## src/rtl/skipacc_pkg.sv

```systemverilog
package skipacc_pkg;

  localparam int unsigned OPC_W = 4;

  localparam logic [OPC_W-1:0] OPC_HLT = 4'd0;
  localparam logic [OPC_W-1:0] OPC_LDA = 4'd1;
  localparam logic [OPC_W-1:0] OPC_STA = 4'd2;
  localparam logic [OPC_W-1:0] OPC_ADD = 4'd3;
  localparam logic [OPC_W-1:0] OPC_SUB = 4'd4;
  localparam logic [OPC_W-1:0] OPC_IN  = 4'd5;
  localparam logic [OPC_W-1:0] OPC_OUT = 4'd6;
  localparam logic [OPC_W-1:0] OPC_JMP = 4'd7;
  localparam logic [OPC_W-1:0] OPC_SKP = 4'd8;
  localparam logic [OPC_W-1:0] OPC_SKZ = 4'd9;

  typedef enum logic [2:0] {
    ST_FETCH_A,
    ST_FETCH_B,
    ST_FETCH_C,
    ST_EXEC_A,
    ST_EXEC_B,
    ST_EXEC_C,
    ST_HALT
  } seq_state_e;

  typedef enum logic [1:0] {
    ALU_PASS,
    ALU_ADD,
    ALU_SUB
  } alu_fn_e;

  typedef enum logic {
    ACC_FROM_ALU,
    ACC_FROM_PORT
  } acc_src_e;

endpackage

```

## src/rtl/skipacc_mem.sv

```systemverilog
module skipacc_mem #(
  parameter int WORD_W = 12,
  parameter int ADDR_W = 7,
  parameter int DEPTH  = 100
) (
  input  logic              clk,
  input  logic              wr_en,
  input  logic [ADDR_W-1:0] wr_addr,
  input  logic [WORD_W-1:0] wr_data,
  input  logic [ADDR_W-1:0] rd_addr,
  output logic [WORD_W-1:0] rd_data
);

  localparam logic [ADDR_W-1:0] LAST_ADDR = ADDR_W'(DEPTH - 1);

  logic [WORD_W-1:0] cells [DEPTH];
  logic              wr_in_range;
  logic              rd_in_range;

  generate
    if (DEPTH < (1 << ADDR_W)) begin : g_partial
      assign wr_in_range = (wr_addr <= LAST_ADDR);
      assign rd_in_range = (rd_addr <= LAST_ADDR);
    end else begin : g_full
      assign wr_in_range = 1'b1;
      assign rd_in_range = 1'b1;
    end
  endgenerate

  always_ff @(posedge clk) begin
    if (wr_en && wr_in_range) begin
      cells[wr_addr] <= wr_data;
    end
  end

  always_comb begin
    rd_data = '0;
    if (rd_in_range) begin
      rd_data = cells[rd_addr];
    end
  end

endmodule

```

## src/rtl/skipacc_alu.sv

```systemverilog
module skipacc_alu
  import skipacc_pkg::*;
#(
  parameter int WORD_W = 12
) (
  input  alu_fn_e           fn,
  input  logic [WORD_W-1:0] acc_val,
  input  logic [WORD_W-1:0] mem_val,
  output logic [WORD_W-1:0] result
);

  always_comb begin
    case (fn)
      ALU_ADD: result = acc_val + mem_val;
      ALU_SUB: result = acc_val - mem_val;
      default: result = mem_val;
    endcase
  end

endmodule

```

## src/rtl/skipacc_seq.sv

```systemverilog
module skipacc_seq
  import skipacc_pkg::*;
(
  input  logic             clk,
  input  logic             rst_n,
  input  logic [OPC_W-1:0] opc,
  input  logic             rsvd_set,
  input  logic             acc_neg,
  input  logic             acc_zero,
  input  logic             in_valid,
  output seq_state_e       state,
  output logic             ld_mar_pc,
  output logic             ld_mar_ir,
  output logic             ld_mdr,
  output logic             ld_ir,
  output logic             inc_pc,
  output logic             jmp_pc,
  output logic             ld_acc,
  output acc_src_e         acc_src,
  output alu_fn_e          alu_fn,
  output logic             mem_we,
  output logic             ld_out,
  output logic             in_ready,
  output logic             halted
);

  seq_state_e state_nxt;

  always_comb begin
    state_nxt = state;
    ld_mar_pc = 1'b0;
    ld_mar_ir = 1'b0;
    ld_mdr    = 1'b0;
    ld_ir     = 1'b0;
    inc_pc    = 1'b0;
    jmp_pc    = 1'b0;
    ld_acc    = 1'b0;
    acc_src   = ACC_FROM_ALU;
    alu_fn    = ALU_PASS;
    mem_we    = 1'b0;
    ld_out    = 1'b0;
    in_ready  = 1'b0;
    case (state)
      ST_FETCH_A: begin
        ld_mar_pc = 1'b1;
        state_nxt = ST_FETCH_B;
      end
      ST_FETCH_B: begin
        ld_mdr    = 1'b1;
        state_nxt = ST_FETCH_C;
      end
      ST_FETCH_C: begin
        ld_ir     = 1'b1;
        inc_pc    = 1'b1;
        state_nxt = ST_EXEC_A;
      end
      ST_EXEC_A: begin
        state_nxt = ST_HALT;
        if (!rsvd_set) begin
          case (opc)
            OPC_LDA, OPC_STA, OPC_ADD, OPC_SUB: begin
              ld_mar_ir = 1'b1;
              state_nxt = ST_EXEC_B;
            end
            OPC_IN: begin
              in_ready  = 1'b1;
              state_nxt = ST_EXEC_A;
              if (in_valid) begin
                ld_acc    = 1'b1;
                acc_src   = ACC_FROM_PORT;
                state_nxt = ST_FETCH_A;
              end
            end
            OPC_OUT: begin
              ld_out    = 1'b1;
              state_nxt = ST_FETCH_A;
            end
            OPC_JMP: begin
              jmp_pc    = 1'b1;
              state_nxt = ST_FETCH_A;
            end
            OPC_SKP: begin
              inc_pc    = !acc_neg;
              state_nxt = ST_FETCH_A;
            end
            OPC_SKZ: begin
              inc_pc    = acc_zero;
              state_nxt = ST_FETCH_A;
            end
            default: state_nxt = ST_HALT;
          endcase
        end
      end
      ST_EXEC_B: begin
        if (opc == OPC_STA) begin
          mem_we    = 1'b1;
          state_nxt = ST_FETCH_A;
        end else begin
          ld_mdr    = 1'b1;
          state_nxt = ST_EXEC_C;
        end
      end
      ST_EXEC_C: begin
        ld_acc    = 1'b1;
        state_nxt = ST_FETCH_A;
        if (opc == OPC_ADD) begin
          alu_fn = ALU_ADD;
        end else if (opc == OPC_SUB) begin
          alu_fn = ALU_SUB;
        end
      end
      default: state_nxt = ST_HALT;
    endcase
  end

  assign halted = (state == ST_HALT);

  always_ff @(posedge clk or negedge rst_n) begin
    if (!rst_n) begin
      state <= ST_FETCH_A;
    end else begin
      state <= state_nxt;
    end
  end

  AST_READY_NOT_HALTED: assert property (@(posedge clk) disable iff (!rst_n)
    in_ready |-> !halted);
  AST_HALT_STICKY: assert property (@(posedge clk) disable iff (!rst_n)
    halted |=> halted);

endmodule

```

## src/rtl/skipacc_core.sv

```systemverilog
module skipacc_core #(
  parameter int WORD_W    = 12,
  parameter int ADDR_W    = 7,
  parameter int MEM_DEPTH = 100
) (
  input  logic              clk,
  input  logic              rst_n,
  input  logic              load_en,
  input  logic [ADDR_W-1:0] load_addr,
  input  logic [WORD_W-1:0] load_data,
  input  logic [WORD_W-1:0] in_data,
  input  logic              in_valid,
  output logic              in_ready,
  output logic [WORD_W-1:0] out_data,
  output logic              out_valid,
  output logic              halted
);

  import skipacc_pkg::*;

  localparam int OPC_LSB = WORD_W - OPC_W;

  logic [1:0]        rst_sync;
  logic              rst_core_n;

  logic [ADDR_W-1:0] pc, pc_nxt, mar, mar_nxt;
  logic [WORD_W-1:0] mdr, ir, acc, acc_nxt;
  logic              pc_en, mar_en;

  logic [WORD_W-1:0] mem_rdata, alu_y;
  logic              mem_wr_en;
  logic [ADDR_W-1:0] mem_wr_addr;
  logic [WORD_W-1:0] mem_wr_data;

  logic [OPC_W-1:0]  opc;
  logic              rsvd_set;
  logic              acc_neg, acc_zero;

  seq_state_e        seq_state;
  logic              ld_mar_pc, ld_mar_ir, ld_mdr, ld_ir;
  logic              inc_pc, jmp_pc, ld_acc, mem_we, ld_out;
  acc_src_e          acc_src;
  alu_fn_e           alu_fn;

  // reset: asserted at once, released through two flops
  always_ff @(posedge clk or negedge rst_n) begin
    if (!rst_n) begin
      rst_sync <= '0;
    end else begin
      rst_sync <= {rst_sync[0], 1'b1};
    end
  end
  assign rst_core_n = rst_sync[1];

  assign opc      = ir[WORD_W-1:OPC_LSB];
  assign acc_neg  = acc[WORD_W-1];
  assign acc_zero = (acc == '0);

  generate
    if (OPC_LSB > ADDR_W) begin : g_rsvd
      assign rsvd_set = |ir[OPC_LSB-1:ADDR_W];
    end else begin : g_no_rsvd
      assign rsvd_set = 1'b0;
    end
  endgenerate

  skipacc_seq i_seq (
    .clk       (clk),
    .rst_n     (rst_core_n),
    .opc       (opc),
    .rsvd_set  (rsvd_set),
    .acc_neg   (acc_neg),
    .acc_zero  (acc_zero),
    .in_valid  (in_valid),
    .state     (seq_state),
    .ld_mar_pc (ld_mar_pc),
    .ld_mar_ir (ld_mar_ir),
    .ld_mdr    (ld_mdr),
    .ld_ir     (ld_ir),
    .inc_pc    (inc_pc),
    .jmp_pc    (jmp_pc),
    .ld_acc    (ld_acc),
    .acc_src   (acc_src),
    .alu_fn    (alu_fn),
    .mem_we    (mem_we),
    .ld_out    (ld_out),
    .in_ready  (in_ready),
    .halted    (halted)
  );

  skipacc_alu #(.WORD_W(WORD_W)) i_alu (
    .fn      (alu_fn),
    .acc_val (acc),
    .mem_val (mdr),
    .result  (alu_y)
  );

  // preload port has priority over a store in the same cycle
  always_comb begin
    mem_wr_en   = load_en | mem_we;
    mem_wr_addr = load_en ? load_addr : mar;
    mem_wr_data = load_en ? load_data : acc;
  end

  skipacc_mem #(.WORD_W(WORD_W), .ADDR_W(ADDR_W), .DEPTH(MEM_DEPTH)) i_mem (
    .clk     (clk),
    .wr_en   (mem_wr_en),
    .wr_addr (mem_wr_addr),
    .wr_data (mem_wr_data),
    .rd_addr (mar),
    .rd_data (mem_rdata)
  );

  always_comb begin
    pc_en   = inc_pc | jmp_pc;
    pc_nxt  = jmp_pc ? ir[ADDR_W-1:0] : pc + 1'b1;
    mar_en  = ld_mar_pc | ld_mar_ir;
    mar_nxt = ld_mar_ir ? ir[ADDR_W-1:0] : pc;
    acc_nxt = (acc_src == ACC_FROM_PORT) ? in_data : alu_y;
  end

  always_ff @(posedge clk or negedge rst_core_n) begin
    if (!rst_core_n) begin
      pc        <= '0;
      mar       <= '0;
      mdr       <= '0;
      ir        <= '0;
      acc       <= '0;
      out_data  <= '0;
      out_valid <= 1'b0;
    end else begin
      if (pc_en)  pc  <= pc_nxt;
      if (mar_en) mar <= mar_nxt;
      if (ld_mdr) mdr <= mem_rdata;
      if (ld_ir)  ir  <= mdr;
      if (ld_acc) acc <= acc_nxt;
      if (ld_out) out_data <= acc;
      out_valid <= ld_out;
    end
  end

  AST_FETCH_STEPS_PC: assert property (@(posedge clk) disable iff (!rst_core_n)
    (seq_state == ST_FETCH_C) |=> (pc == $past(pc) + 1'b1));
  AST_JMP_TARGET: assert property (@(posedge clk) disable iff (!rst_core_n)
    (seq_state == ST_EXEC_A && opc == OPC_JMP && !rsvd_set) |=> (pc == $past(ir[ADDR_W-1:0])));
  AST_SKP_NEG_HOLDS: assert property (@(posedge clk) disable iff (!rst_core_n)
    (seq_state == ST_EXEC_A && opc == OPC_SKP && !rsvd_set && acc[WORD_W-1]) |=> $stable(pc));
  AST_SKZ_NONZERO_HOLDS: assert property (@(posedge clk) disable iff (!rst_core_n)
    (seq_state == ST_EXEC_A && opc == OPC_SKZ && !rsvd_set && acc != '0) |=> $stable(pc));
  AST_WAIT_KEEPS_ACC: assert property (@(posedge clk) disable iff (!rst_core_n)
    (in_ready && !in_valid) |=> $stable(acc));
  AST_OUT_ONE_CYCLE: assert property (@(posedge clk) disable iff (!rst_core_n)
    out_valid |=> !out_valid);

endmodule

```

## config.mk

```make
export PLATFORM = sky130hd
export DESIGN_NAME = skipacc_core
export DESIGN_NICKNAME = d
export VERILOG_FILES = /design/src/rtl/skipacc_pkg.sv /design/src/rtl/skipacc_mem.sv /design/src/rtl/skipacc_alu.sv /design/src/rtl/skipacc_seq.sv /design/src/rtl/skipacc_core.sv
export SDC_FILE = /design/constraint.sdc
export NUM_CORES = 1
export LEC_CHECK = 0
export BUFFER_PORTS_ARGS = -buffer_cell sky130_fd_sc_hd__buf_4
export CAP_MARGIN = 25
export CELL_PAD_IN_SITES_DETAIL_PLACEMENT = 2
export CELL_PAD_IN_SITES_GLOBAL_PLACEMENT = 2
export CORE_ASPECT_RATIO = 1.25
export CORE_UTILIZATION = 50
export CTS_CLUSTER_DIAMETER = 60
export CTS_CLUSTER_SIZE = 24
export DETAILED_ROUTE_END_ITERATION = 7
export GPL_ROUTABILITY_DRIVEN = 1
export PLACE_DENSITY_LB_ADDON = 0.05
export SYNTH_ARGS = -nofsm -noshare
export SYNTH_HDL_FRONTEND = slang
export SYNTH_HIERARCHICAL = 1
export SYNTH_SLANG_ARGS = --single-unit
```

## constraint.sdc

```tcl
create_clock -name clk -period 2.8 [get_ports clk]
set_input_delay 0.42 -clock clk [delete_from_list [all_inputs] [get_ports clk]]
set_output_delay 0.42 -clock clk [all_outputs]
set_load 0.03 [all_outputs]
```

==> results.toml, run 1 <==
[floorplan]
initial_core_util = 0.5046
die_x_um = 286.7
num_io_pins = 50
die_h_um = 357.8
num_rows = 130

[outcome]
lastStage = "clock tree synthesis"
outcome = "stopped before the end"
first-error = "[ERROR DPL-0033] detailed placement checks failed during check placement."

[yosys]
yosysTopAreaCellShare = 0.7115
syn_area_um2 = 50640
ys_seq_area_frac = 0.7451
synth_area_leader_cell = "edfxtp_1"
synthCells = 2573
async_flop_share = 0.05363
synth-edff-count = 1200
yosys_register_bits = 1268
syn_avg_cell_area_um2 = 19.68
post-synth-top-count-cell = "edfxtp_1"
ys.flop_type = "edfxtp_1"
yosys_warnings = 6
synth_commonest_cells = "1200 x edfxtp_1, 239 x mux4_2, 136 x nor2_1"
synth_nets = 2623
yosys.cell_types.count = 70
synthTopCellsByArea = "edfxtp_1 71%, mux4_2 11%, dfrtp_1 3.4%, mux2i_1 2.6%, mux2_1 1.3%"

[place]
finalWeightedCongestion = 0.8744
dp_hpwl_um = 121900
dp_cells = 4294
io_buffers = 49

[cts]
ctsLongestPathBuffers = 3
root_buffer = "clkbuf_16"
numCtsBuffers = 82
post_cts_buffers = 63
cts.htree.levels = 3
cts.sinks = 1268
ctsResizeCount = 360
hold_buffers = 1
-- cells by family after synthesis --
family,Yosys count,share of synthesized area
AO/OA/AOI/OAI,277,0.03973
flip-flops,1268,0.7451
XOR/XNOR,23,0.003978
adder cells (fa/ha/maj),15,0.003854
other,1,0.00007405
multiplexers,466,0.1535
buffers and inverters,159,0.01858
AND/OR/NAND/NOR,364,0.03511
-- per-stage QoR --
stage               area (µm²)  setup WS (ns)
global placement         56760        -0.9985
floorplan                50740       -0.08834
detailed placement       56780         -1.154
==> run 2, diff against run 1 <==
--- a/config.mk
+++ b/config.mk
@@ -7,15 +7,10 @@
 export LEC_CHECK = 0
 export BUFFER_PORTS_ARGS = -buffer_cell sky130_fd_sc_hd__buf_4
 export CAP_MARGIN = 25
-export CELL_PAD_IN_SITES_DETAIL_PLACEMENT = 2
-export CELL_PAD_IN_SITES_GLOBAL_PLACEMENT = 2
-export CORE_ASPECT_RATIO = 1.25
-export CORE_UTILIZATION = 50
-export CTS_CLUSTER_DIAMETER = 60
-export CTS_CLUSTER_SIZE = 24
+export CORE_UTILIZATION = 40
 export DETAILED_ROUTE_END_ITERATION = 7
 export GPL_ROUTABILITY_DRIVEN = 1
-export PLACE_DENSITY_LB_ADDON = 0.05
+export PLACE_DENSITY_LB_ADDON = 0.15
 export SYNTH_ARGS = -nofsm -noshare
 export SYNTH_HDL_FRONTEND = slang
 export SYNTH_HIERARCHICAL = 1
==> run 2 against run 1 <==
  * The flow now finishes, with violations (design-rule violations, negative setup slack)
  * Area after synthesis did not move
  * Synthesized cell count did not move
==> results.toml, run 2 <==
[floorplan]
die_area_um2 = 128000
num_io_pins = 50
core_area_um2 = 125600
initial_core_util = 0.4033
num_rows = 130
die_h_um = 357.8
die_x_um = 357.8

[timing]
setup_violations = 20
fin_tns_setup_ns = -2.834
hold_violations = 0
fin_crit_ns = 3.080
slew_viol_final = 0
fin_ws_ns = -0.2799
rsz0062_at_grt = "true"
skew_ns = 0.02518
finalCritPeriodShare = 1.100
tightest_slew_ns = 0.8950
fmax_mhz = 324.7
relSlewSlack = 0.4033

[pwr]
clkPwrFrac = 0.455
p_leak_nw = 19.14
powerDensity_nw_per_um2 = 621.2
swShare = 0.2055
comb_power_share = 0.021
vdd_drop_max_mv = 0.6613
p_int_w = 0.03160
p_seq_frac = 0.524
p_sw_w = 0.008173

[yosys]
synthTopCellsByArea = "edfxtp_1 71%, mux4_2 11%, dfrtp_1 3.4%, mux2i_1 2.6%, mux2_1 1.3%"
async_flop_share = 0.05363
synthCells = 2573
synth_area_leader_cell = "edfxtp_1"
post-synth-top-count-cell = "edfxtp_1"
synth-edff-count = 1200
syn_avg_cell_area_um2 = 19.68
yosys_warnings = 6
yosys.cell_types.count = 70
yosys_register_bits = 1268
synth_commonest_cells = "1200 x edfxtp_1, 239 x mux4_2, 136 x nor2_1"
synth_nets = 2623
ys.flop_type = "edfxtp_1"
ys_seq_area_frac = 0.7451
yosysTopAreaCellShare = 0.7115
syn_area_um2 = 50640

[cts]
cts.htree.levels = 4
numCtsBuffers = 138
cts_tree = "done"
cts.sinks = 1268
root_buffer = "clkbuf_16"
clk_latency_ns = 0.77
ctsLongestPathBuffers = 3
cts.clk_slew.worst_paths_ns = 0.06

[critical_path]
cp-end-kind = "flop"
reg2reg_setup_slack_ns = -0.28
cp-start-kind = "flop"
reg2reg_depth = 16
crit_fanout = 6
r2r_start = "i_seq/state[1]"
crit_type = "flop to flop"
cp.arrival_ns = 3.72
critPathRequiredTime_ns = 3.44
r2r-end = "acc[11]"

[grt]
grt_pass1_wl_um = 208900
busiest_layer = "met2"
track_usage = 0.2312
grt_max_degree = 101
grt_pass1_vias = 28327
use_met2 = 0.3746
grt_antenna_before_repair = 4
use_met3 = 0.03135
overflow = 0
grtUsageMet1 = 0.3216

[cells_and_area]
syn_to_final_growth_pct = 26.42
largest_reg_flops = 1200
drive_gt1_frac = 0.3866
final_cell_mix = "1200 x edfxtp_1, 386 x buf_4, 239 x mux4_2"
final_nets = 3200
top_register = "i_mem/cells"
mostFrequentLayoutCell = "edfxtp_1"

[detailed_routing]
drc_errors = 4
vias = 27940
finalWirelength_um = 146800
wl_per_cell_um = 29.90
drt-initial-drc-count = 2704
postRouteAntennaNets = 0
drt_pass1_iterations = 7
vias_per_cell = 5.690

[min_path]
holdCritStartpoint = "in_valid"
whs_path_depth = 4
hp-class = "input pin to flop"
whs_endpoint = "i_seq/state[1]"

[outcome]
outcome = "finished, violations left"
violations = "design-rule violations, negative setup slack"

[place]
finalWeightedCongestion = 0.8976
pre_cts_ws_ns = -0.7139
dp_hpwl_um = 94740
io_buffers = 49

[run]
maxCapViolations = 0
==> run 2: worst max path at each step <==
stage / depth (start not counted) / from / end
6_report: 16 / i_seq/state[1] / acc[11]
3_5_place_dp: 9 / mar[0] / mdr[10]
3_3_place_gp: 7 / mar[0] / mdr[0]
4_1_cts: 14 / i_seq/state[1] / acc[9]
5_1_grt: 15 / i_seq/state[1] / acc[10]
2_1_floorplan: 16 / i_seq/state[0] / acc[8]
==> run 2: through the flow <==
| step | instances | instance area [µm²] | util | hold slack [ns] | total power, W |
|---|---|---|---|---|---|
| floorplan | 2573 | 50740 | - | 0.1244 | 0.02155 |
| finish | 4910 | 64020 | 0.5099 | 0.1144 | 0.03977 |
| global placement | 4571 | 57080 | 0.4546 | 0.2036 | 0.02200 |
| global route | 4909 | 64020 | 0.5098 | 0.08506 | 0.04082 |
| CTS | 4873 | 63120 | 0.5027 | 0.04073 | 0.04012 |
| detailed placement | 4574 | 57100 | 0.4547 | 0.2064 | 0.02203 |
==> run 2: cell type report <==
type,count,area (µm²)
clock inverters,80,864.6
well taps,1650,2064
multi-input cells,1146,13250
diodes,1,2.502
flip-flops and latches,1268,37750
repair buffers,582,6437
fillers,10064,61550
inverters,14,52.55
clock buffers,169,3601
==> run 2: worst max-delay path, cell delays in order, from the launching register on <==
cell and delay [ns]:
dfrtp_1 0.37, nand3b_1 0.21, buf_4 0.17, nor4_4 0.18, ha_4 0.25, buf_6 0.15, a21oi_4 0.04, xnor2_2 0.14
ha_1 0.34, o211ai_1 0.13, a21oi_2 0.22, o21ai_2 0.10, a31oi_1 0.21, nor3_2 0.07, xor2_1 0.14, mux2i_1 0.15
a21oi_1 0.08
==> run 2: layer usage <==
metal | part of all wire | up-vias
met4 | 0.031 | 0
met3 | 0.054 | 225
met5 | 0 | -
met1 | 0.43 | 14960
li1 | - | 11812
met2 | 0.49 | 943
==> run 2: power groups by stage <==
stage,sequential [W],combinational (W),clock (W)
6_report,0.0209,0.000831,0.0181
5_1_grt,0.0209,0.000868,0.0191
4_1_cts,0.0209,0.000818,0.0184
3_5_place_dp,0.0213,0.000779,0
3_3_place_gp,0.0212,0.000755,0
2_1_floorplan,0.0213,0.000276,0
==> run 2: cells by family after synthesis <==
family | after synthesis | share of synthesized area
buffers and inverters | 159 | 0.01858
XOR/XNOR | 23 | 0.003978
AO/OA/AOI/OAI | 277 | 0.03973
AND/OR/NAND/NOR | 364 | 0.03511
flip-flops | 1268 | 0.7451
adder cells (fa/ha/maj) | 15 | 0.003854
multiplexers | 466 | 0.1535
other | 1 | 0.00007405
==> run 2: timing repair <==
item | CTS | global route
cloned | 7 | 4
endpoints found under the hold margin | 14 | 0
resized for setup | 186 | 131
pin swaps | 56 | 75
setup buffers | 32 | 36
endpoints found under the setup margin | 256 | 825
hold buffers | 14 | 0
Note: power is estimated with default switching activity, not from simulation.
==> run 3, diff against run 2 <==
==> constraint.sdc (replaced) <==
create_clock -name clk -period 3.8 [get_ports clk]
set_input_delay 0.57 -clock clk [delete_from_list [all_inputs] [get_ports clk]]
set_output_delay 0.57 -clock clk [all_outputs]
set_load 0.03 [all_outputs]
==> run 3 against run 2 <==
  * The flow now finishes without violations
  * Critical path depth down 7
  * Maximum frequency down 16%
  * Core utilization down 4.2 points
  * First-iteration DRC count down 2.5%
  * Register-to-register slack better by 0.42 ns
  * Largest power group unchanged
==> results.toml, run 3 (synthesis results as in run 2) <==
[outcome]
outcome = "finished clean"

[detailed_routing]
vias_per_cell = 5.717
wl_per_cell_um = 29.89
postRouteAntennaNets = 0
drc_errors = 0
finalWirelength_um = 138400
drt-initial-drc-count = 2637
vias = 26474
drt_pass1_iterations = 7

[cts]
clk_latency_ns = 0.76
cts.sinks = 1268
root_buffer = "clkbuf_16"
ctsLongestPathBuffers = 3
cts.clk_slew.worst_paths_ns = 0.06
numCtsBuffers = 135
cts_tree = "done"
post_cts_buffers = 0
cts.htree.levels = 4

[critical_path]
cp-end-kind = "flop"
crit_type = "flop to flop"
crit_fanout = 19
critPathRequiredTime_ns = 4.43
cp-start-kind = "flop"
cp.arrival_ns = 4.30

[floorplan]
initial_core_util = 0.4033
die_x_um = 357.8
num_io_pins = 50
die_area_um2 = 128000
die_h_um = 357.8
core_area_um2 = 125600
num_rows = 130

[timing]
relSlewSlack = 0.2687
rsz0062_at_grt = "false"
setup_violations = 0
tightest_slew_ns = 1.097
skew_ns = 0.01815
finalCritPeriodShare = 0.9642
fin_crit_ns = 3.664
fmax_mhz = 272.9
hold_violations = 0
slew_viol_final = 0

[cells_and_area]
drive_gt1_frac = 0.2707
fin_area_um2 = 58790
final_cell_mix = "1200 x edfxtp_1, 284 x buf_4, 239 x mux4_2"
mostFrequentLayoutCell = "edfxtp_1"
n_antenna_cell = 0
top_register = "i_mem/cells"
largest_reg_flops = 1200
syn_to_final_growth_pct = 16.08
final_nets = 2925

[pwr]
p_seq_frac = 0.537
clkPwrFrac = 0.444
p_leak_nw = 17.05
swShare = 0.2061
p_total_w = 0.02863
p_int_w = 0.02273
comb_power_share = 0.019
vdd_drop_max_mv = 0.4899
p_sw_w = 0.005902
powerDensity_nw_per_um2 = 487.1

[grt]
grt_pass1_wl_um = 199200
grt_pass1_vias = 27137
grt_antenna_before_repair = 3
overflow = 0
grt_max_degree = 73
track_usage = 0.2195

[place]
dp_hpwl_um = 87950
finalWeightedCongestion = 0.8904
io_buffers = 49
dpl_cell_area_um2 = 54500

[run]
maxCapViolations = 0

[min_path]
hp-class = "input pin to flop"
==> run 3: power by group through the flow <==
stage | registers [W] | logic (W) | clock network, W
3_3_place_gp | 0.0157 | 0.000530 | 0
4_1_cts | 0.0154 | 0.000550 | 0.0130
5_1_grt | 0.0154 | 0.000573 | 0.0135
3_5_place_dp | 0.0157 | 0.000549 | 0
2_1_floorplan | 0.0157 | 0.000201 | 0
6_report | 0.0154 | 0.000546 | 0.0127
==> run 3: worst paths after layout <==
path                              from           to  slack, ns  cells past startpoint
max in group asynchronous  rst_sync[1]       mar[0]       2.53                      1
setup / recovery                mar[0]       mdr[4]       0.14                      9
min in group asynchronous        rst_n  rst_sync[1]       0.16                      2
hold / removal              in_data[4]       acc[4]       0.15                      3
setup reg to reg                mar[0]       mdr[4]       0.14                      9
hold reg to reg            rst_sync[0]  rst_sync[1]       0.36                      0
==> run 3: worst max-delay path, stage by stage (launching register included) <==
cell       delay, ns
dfrtp_4         0.65
buf_12          0.27
buf_12          0.23
mux4_2          0.52
a22o_1          0.29
a2111oi_0       0.72
buf_4           0.23
a211o_1         0.19
a31oi_1         0.11
mux2_1          0.31
==> run 3: cell type report <==
type                            instances  area [µm²]
Fill cell                           10574       66790
Clock inverter                         70       669.4
Multi-Input combinational cell       1146       12050
Tap cell                             1650        2064
Timing Repair Buffer                  310        2625
Sequential cell                      1268       37750
Clock buffer                          173        3573
Inverter                               14       52.55
==> run 3: repair_timing <==
item / CTS / global route
endpoints found under the hold margin: 2 / 0
resized for setup: 1 / 2
endpoints found under the setup margin: 1 / 2
hold buffers: 1 / 0
==> run 3: metal layers <==
layer,vias to the layer above,routed length [µm],GRT usage
li1,11244,-,-
met1,14104,59810,0.3100
met2,898,66230,0.3507
met3,226,8614,0.03517
met4,2,3750,0.06706
met5,-,13,0
==> run 3: per-stage QoR <==
step                hold WS (ns)  utilization  instances  worst slack (ns)  TNS [ns]
detailed placement        0.3536       0.4340       4385          -0.01314  -0.01314
global route              0.1250       0.4681       4631          0.005644         0
floorplan                 0.2744            -       2573            0.4930         0
global placement          0.3353       0.4340       4385          -0.01300  -0.01300
finish                    0.1459       0.4681       4631            0.1362         0
CTS                      0.09891       0.4679       4629           0.08613         0
